$ cat config.mk
export PLATFORM = sky130hd
export DESIGN_NAME = mwRomReader
export DESIGN_NICKNAME = d
export VERILOG_FILES = /design/src/rtl/mwrd_pkg.sv /design/src/rtl/mwrd_ctrl.sv /design/src/rtl/mwrd_datapath.sv /design/src/rtl/mwRomReader.sv
export SDC_FILE = /design/constraint.sdc
export NUM_CORES = 1
export LEC_CHECK = 0
export CORE_MARGIN = 3
export CORE_UTILIZATION = 45
export DETAILED_ROUTE_END_ITERATION = 10
export DONT_BUFFER_PORTS = 1
export PLACE_DENSITY = 0.7
export SLEW_MARGIN = 20
export SYNTH_ARGS = -nofsm -noshare
export SYNTH_HDL_FRONTEND = slang
export SYNTH_SLANG_ARGS = --single-unit
$ cat constraint.sdc
create_clock -name clk -period 2.1 [get_ports clk]
set_input_delay 0.21 -clock clk [delete_from_list [all_inputs] [get_ports clk]]
set_output_delay 0.21 -clock clk [all_outputs]
set_load 0.1 [all_outputs]
$ cat src/rtl/mwrd_pkg.sv
package mwrd_pkg;
  typedef enum logic [1:0] {DI_ZERO, DI_ONE, DI_CMD} diSel_e;

  typedef struct packed {
    logic   loadCmd;
    logic   shiftCmd;
    logic   sampleReq;
    logic   finish;
    logic   pinCs;
    logic   pinSk;
    diSel_e diSel;
  } dpStrobe_t;
endpackage

$ cat src/rtl/mwrd_ctrl.sv
module mwrd_ctrl
  import mwrd_pkg::*;
#(
  parameter int HALF_CYC = 4,
  parameter int CMD_W    = 8,
  parameter int DATA_W   = 16
) (
  input  logic      clk,
  input  logic      rstN,
  input  logic      startReq,
  output logic      busy,
  output dpStrobe_t ctl
);
  localparam int CNT_W = (HALF_CYC > 1) ? $clog2(HALF_CYC) : 1;
  localparam int MAX_B = (CMD_W > DATA_W) ? CMD_W : DATA_W;
  localparam int BIT_W = (MAX_B > 1) ? $clog2(MAX_B) : 1;

  typedef enum logic [3:0] {
    S_IDLE, S_CSUP, S_STLO, S_STHI, S_CLO, S_CHI, S_DLO, S_DHI, S_END, S_DONE
  } state_e;

  state_e             state;
  logic [CNT_W-1:0]   phaseCnt;
  logic [BIT_W-1:0]   bitIdx;
  logic               phaseLast;

  assign phaseLast = (phaseCnt == CNT_W'(HALF_CYC - 1));

  always_ff @(posedge clk) begin
    if (!rstN) begin
      state    <= S_IDLE;
      phaseCnt <= '0;
      bitIdx   <= '0;
    end else if (state == S_IDLE) begin
      phaseCnt <= '0;
      bitIdx   <= '0;
      if (startReq) state <= S_CSUP;
    end else if (state == S_DONE) begin
      state <= S_IDLE;
    end else if (!phaseLast) begin
      phaseCnt <= phaseCnt + 1'b1;
    end else begin
      phaseCnt <= '0;
      case (state)
        S_CSUP: state <= S_STLO;
        S_STLO: state <= S_STHI;
        S_STHI: begin state <= S_CLO; bitIdx <= '0; end
        S_CLO:  state <= S_CHI;
        S_CHI: begin
          if (bitIdx == BIT_W'(CMD_W - 1)) begin
            state  <= S_DLO;
            bitIdx <= '0;
          end else begin
            state  <= S_CLO;
            bitIdx <= bitIdx + 1'b1;
          end
        end
        S_DLO:  state <= S_DHI;
        S_DHI: begin
          if (bitIdx == BIT_W'(DATA_W - 1)) begin
            state <= S_END;
          end else begin
            state  <= S_DLO;
            bitIdx <= bitIdx + 1'b1;
          end
        end
        S_END:   state <= S_DONE;
        default: state <= S_IDLE;
      endcase
    end
  end

  always_comb begin
    ctl           = '0;
    ctl.loadCmd   = (state == S_IDLE) && startReq;
    ctl.shiftCmd  = (state == S_CHI) && phaseLast;
    ctl.sampleReq = (state == S_DHI) && phaseLast;
    ctl.finish    = (state == S_DONE);
    ctl.pinCs     = !(state inside {S_IDLE, S_END, S_DONE});
    ctl.pinSk     = (state inside {S_STHI, S_CHI, S_DHI});
    case (state)
      S_STLO, S_STHI: ctl.diSel = DI_ONE;
      S_CLO,  S_CHI:  ctl.diSel = DI_CMD;
      default:        ctl.diSel = DI_ZERO;
    endcase
  end

  assign busy = (state != S_IDLE);

  // busy only rises in answer to a start strobe
  assert_busy_from_start_R2: assert property (@(posedge clk) disable iff (!rstN)
    $rose(busy) |-> $past(startReq));

  // a strobe during a read never sends the sequencer back to chip-select setup
  assert_no_restart_R9: assert property (@(posedge clk) disable iff (!rstN)
    (busy && state != S_CSUP) |=> state != S_CSUP);

  // the high half of the data clock always ends in exactly one sample request
  assert_sample_per_bit_R5: assert property (@(posedge clk) disable iff (!rstN)
    ctl.sampleReq |=> (state == S_DLO || state == S_END));
endmodule

$ cat src/rtl/mwrd_datapath.sv
module mwrd_datapath
  import mwrd_pkg::*;
#(
  parameter int              ADDR_W  = 6,
  parameter int              CMD_W   = 8,
  parameter int              DATA_W  = 16,
  parameter logic [CMD_W-1:0] READ_OP = 8'h80
) (
  input  logic              clk,
  input  logic              rstN,
  input  dpStrobe_t         ctl,
  input  logic [ADDR_W-1:0] wordAddr,
  input  logic              romDo,
  output logic              romCs,
  output logic              romSk,
  output logic              romDi,
  output logic [DATA_W-1:0] dataOut,
  output logic              doneP
);
  logic [CMD_W-1:0]  cmdReg;
  logic [DATA_W-1:0] shiftIn;
  logic              sampleDly;
  logic              diNext;

  always_comb begin
    case (ctl.diSel)
      DI_ONE:  diNext = 1'b1;
      DI_CMD:  diNext = cmdReg[CMD_W-1];
      default: diNext = 1'b0;
    endcase
  end

  always_ff @(posedge clk) begin
    if (!rstN) begin
      cmdReg    <= '0;
      shiftIn   <= '0;
      sampleDly <= 1'b0;
      dataOut   <= '0;
      doneP     <= 1'b0;
      romCs     <= 1'b0;
      romSk     <= 1'b0;
      romDi     <= 1'b0;
    end else begin
      if (ctl.loadCmd)       cmdReg <= READ_OP | CMD_W'(wordAddr);
      else if (ctl.shiftCmd) cmdReg <= {cmdReg[CMD_W-2:0], 1'b0};
      sampleDly <= ctl.sampleReq;
      if (sampleDly) shiftIn <= {shiftIn[DATA_W-2:0], romDo};
      if (ctl.finish) dataOut <= shiftIn;
      doneP <= ctl.finish;
      romCs <= ctl.pinCs;
      romSk <= ctl.pinSk;
      romDi <= diNext;
    end
  end

  assert_sk_needs_cs_R2: assert property (@(posedge clk) disable iff (!rstN)
    $rose(romSk) |-> romCs);

  assert_di_steady_high_R4: assert property (@(posedge clk) disable iff (!rstN)
    (romSk && $past(romSk)) |-> $stable(romDi));

  assert_cs_drop_clk_low_R7: assert property (@(posedge clk) disable iff (!rstN)
    $fell(romCs) |-> !romSk);

  assert_done_single_R8: assert property (@(posedge clk) disable iff (!rstN)
    doneP |=> !doneP);

  assert_data_hold_R10: assert property (@(posedge clk) disable iff (!rstN)
    !$stable(dataOut) |-> doneP);
endmodule

$ cat src/rtl/mwRomReader.sv
module mwRomReader
  import mwrd_pkg::*;
#(
  parameter int               HALF_CYC = 4,
  parameter int               ADDR_W   = 6,
  parameter int               CMD_W    = 8,
  parameter int               DATA_W   = 16,
  parameter logic [CMD_W-1:0] READ_OP  = 8'h80
) (
  input  logic              clk,
  input  logic              rstN,
  input  logic              startReq,
  input  logic [ADDR_W-1:0] wordAddr,
  output logic              busy,
  output logic              doneP,
  output logic [DATA_W-1:0] dataOut,
  output logic              romCs,
  output logic              romSk,
  output logic              romDi,
  input  logic              romDo
);
  dpStrobe_t ctl;

  mwrd_ctrl #(.HALF_CYC(HALF_CYC), .CMD_W(CMD_W), .DATA_W(DATA_W)) uCtrl (
    .clk(clk), .rstN(rstN), .startReq(startReq), .busy(busy), .ctl(ctl)
  );

  mwrd_datapath #(.ADDR_W(ADDR_W), .CMD_W(CMD_W), .DATA_W(DATA_W), .READ_OP(READ_OP)) uDp (
    .clk(clk), .rstN(rstN), .ctl(ctl), .wordAddr(wordAddr), .romDo(romDo),
    .romCs(romCs), .romSk(romSk), .romDi(romDi), .dataOut(dataOut), .doneP(doneP)
  );
endmodule

==> metrics.csv <==
metric,value,unit
status,completed,
fill cell count,453,
DP Cell Count,343,
Routed Antenna Nets,0,
syn_area_per_cell,8.74,µm²
clock skew,0.00620,ns
Ports,31,
library cells used by synthesis,30,
hold crit path type,in -> reg,
net count after synthesis,278,
Clock Path Buffers,2,
Worst Tran Pin Value,0.430,ns
dpl hpwl,2.75,mm
post-route clock period utilization,93.7,%
row cnt,25,
via count,1772,
Final nets,297,
crit-path cells,"ha_1, and4_1, a211o_1, or4_1, a21oi_1",
synth warn,0,
CTS resizes,0,
DR vias/cell,5.05,
minimum clock period,1.97,ns
diodes inserted,0,
pin count of the biggest net entering global routing,50,
CTS Root Cell,clkbuf_8,
"Slew Viols, Final",0,
mux contribution to synthesized area,7.38,%
initial core utilization,47.6,%
setup_tns,0,ns
Post-synth top cells,"nand2_1 (56), dfxtp_1 (55), a21boi_0 (19), nor2b_1 (18), mux2i_1 (17)",
relative slew slack,71.2,%
total CTS buffers,5,
"top cells by area, synth","dfxtp_1 (48%), nand2_1 (9.1%), mux2i_1 (7.4%)",
Final Non-Filler Cells,351,
"CTS clk-pin slew, worst paths",0.10,ns
top fanout value on the critical path,8,
Fin Hold WS,0.0207,ns
Pwr per Cell Area,652,nW/µm²
Area Growth Syn to Fin,14.5,%
worst setup path class,reg -> reg,
Core ar.,4850,µm²
Synth top area share,47.7,%
sequential-to-total area share from yosys stat,47.7,%
count of state elements after synthesis,55,
Die H,77.6,µm
"CP delay by family, top",simple AND/OR/NAND/NOR gates,
DRT iter0 DRCs,115,
critical path capture point type,register,
Leak,0.962,nW
RSZ-0062 raised after global routing,false,
CP Launch Type,register,
first-pass GRT wire length,7.57,mm
Post-Synthesis Cells,264,
die width,77.6,µm
total congestion overflow,0,
number of flops mapped to enable cells by yosys,0,
post-synthesis simple-gate area fraction,23.3,%
RePlAce Congestion,0.824,
CP arrival,2.21,ns
largest stage delay on the critical path,0.52,ns
Pre-Repair DR Iteration Count,5,
TritonCTS clock tree,built,
largest family of logic cells by synthesized area,simple AND/OR/NAND/NOR gates,
clk_lat worst skew,0.30,ns
H-tree Lvls,2,
Critical Path RT,2.34,ns
final wirelength,4.12,mm
Synth Area in Compound Gates,14.9,%
Post-Synth XOR/XNOR Area,0,%
clock sinks,55,
Highest Clock Rate,508,MHz
VDD IR max,416,µV
PortBufs,0,
slowest CP cell,or4_1,
Final Hold Viols,0,
GRT Total Usage,15.2,%
DR WL/cell,11.7,µm
vias in the first global route,1748,
adder-cell share of the synthesized area,2.17,%
initial antenna violation count,0,
"Top FF cell, synth",dfxtp_1,
Synth area leader,dfxtp_1,
Mapped Area,2310,µm²
die area,6020,µm²
Final Setup Violations,0,
Max Cap Violations,0,
DRC,0,
CP bufs+invs,0,
share of cells above drive strength 1,14.8,%
"FFs w/ async S/R, synth",0,%
most frequent cell after synthesis,nand2_1,
CTS Hold Bufs,0,
Post-CTS Setup Bufs,0,
==> layer usage <==
layer	routed length (µm)	global-route usage, %	vias up	part of all wire (%)
li1	-	-	928	-
met1	2080	19.9	819	50
met2	1870	24.6	21	45
met3	138	3.13	4	3.3
met4	39	5.34	0	0.95
met5	0	0	-	0
==> cells by family (layout without fill, tap and decap cells) <==
| family | Yosys count | in the layout |
|---|---|---|
| AO/OA/AOI/OAI | 54 | 54 |
| adder cells (fa/ha/maj) | 4 | 4 |
| buffers and inverters | 26 | 46 |
| flip-flops | 55 | 55 |
| multiplexers | 17 | 17 |
| AND/OR/NAND/NOR | 108 | 108 |
==> power by group <==
part / switching, mW / leakage, nW / internal [mW]
Combinational: 0.0399 / 0.475 / 0.0294
Sequential: 0.0106 / 0.445 / 1.06
Clock: 0.345 / 0.0418 / 0.240
==> layout by cell type (no fill, tap or decap) <==
master      Yosys  layout
ha_1            4       4
nor2_1          6       6
buf_12          0       1
clkinvlp_4      0       1
and3_1          4       4
nand3_1         8       8
inv_1           8       8
nor4_1          1       1
o21ai_0        13      13
dfxtp_1        55      55
buf_4           0      29
a21boi_0       19      19
mux2i_1        17      17
nand2_1        56      56
clkbuf_1       12       1
nor3_1          2       2
clkbuf_8        0       5
a21oi_1        10      10
a21o_1          1       1
and2_1          2       2
a211o_1         1       1
nand3b_1        1       1
a31oi_1         7       7
or4_1           2       2
nand3b_4        1       1
inv_6           0       1
and4_1          1       1
nor3b_1         2       2
a31o_2          2       2
or3_2           2       2
or3_1           1       1
nor2b_1        18      18
o32ai_1         1       1
nor4bb_1        1       1
==> stage by stage <==
stage	util, %	total power [mW]	instance area (µm²)	worst slack (ns)
2_1_floorplan	-	1.15	2310	0.234
3_3_place_gp	52.7	1.16	2550	0.219
3_5_place_dp	52.7	1.16	2550	0.163
4_1_cts	54.5	1.75	2640	0.143
5_1_grt	54.5	1.79	2640	0.00198
6_report	54.5	1.72	2640	0.132
==> worst register-to-register path: stages (launching register included) <==
cell and delay (ns):
dfxtp_1 0.34, ha_1 0.27, and4_1 0.24, a211o_1 0.39, or4_1 0.52, a21oi_1 0.15
==> flip-flops by register name, summed over array words and instances (netlist names) <==
signal / cells
uCtrl.state: 4
uDp.romCs: 1
uCtrl.bitIdx: 4
uDp.romSk: 1
uDp.romDi: 1
uDp.dataOut: 16
uDp.cmdReg: 8
uDp.sampleDly: 1
uCtrl.phaseCnt: 2
uDp.shiftIn: 16
uDp.doneP: 1
==> final timing paths <==
kind / from / to / slack [ns] / cells after the start
max reg2reg: uCtrl.bitIdx[0]$_SDFFE_PP0P_ / uCtrl.bitIdx[3]$_SDFFE_PP0P_ / 0.13 / 5
max: uCtrl.bitIdx[0]$_SDFFE_PP0P_ / uCtrl.bitIdx[3]$_SDFFE_PP0P_ / 0.13 / 5
min: rstN / uDp.cmdReg[6]$_SDFFE_PP0N_ / 0.02 / 2
min reg2reg: uDp.cmdReg[6]$_SDFFE_PP0N_ / uDp.cmdReg[6]$_SDFFE_PP0N_ / 0.45 / 2
==> cell type report <==
class | instances | area, µm² | share of cell area (%)
multi-input combinational | 183 | 1100 | 41.7
timing repair buffer | 30 | 238 | 9.00
clock inverter | 2 | 16.3 | 0.616
tap | 67 | 83.8 | 3.17
inverter | 8 | 30.0 | 1.14
sequential | 55 | 1100 | 41.7
clock buffer | 6 | 72.6 | 2.75
(Power assumes the default switching activity.)
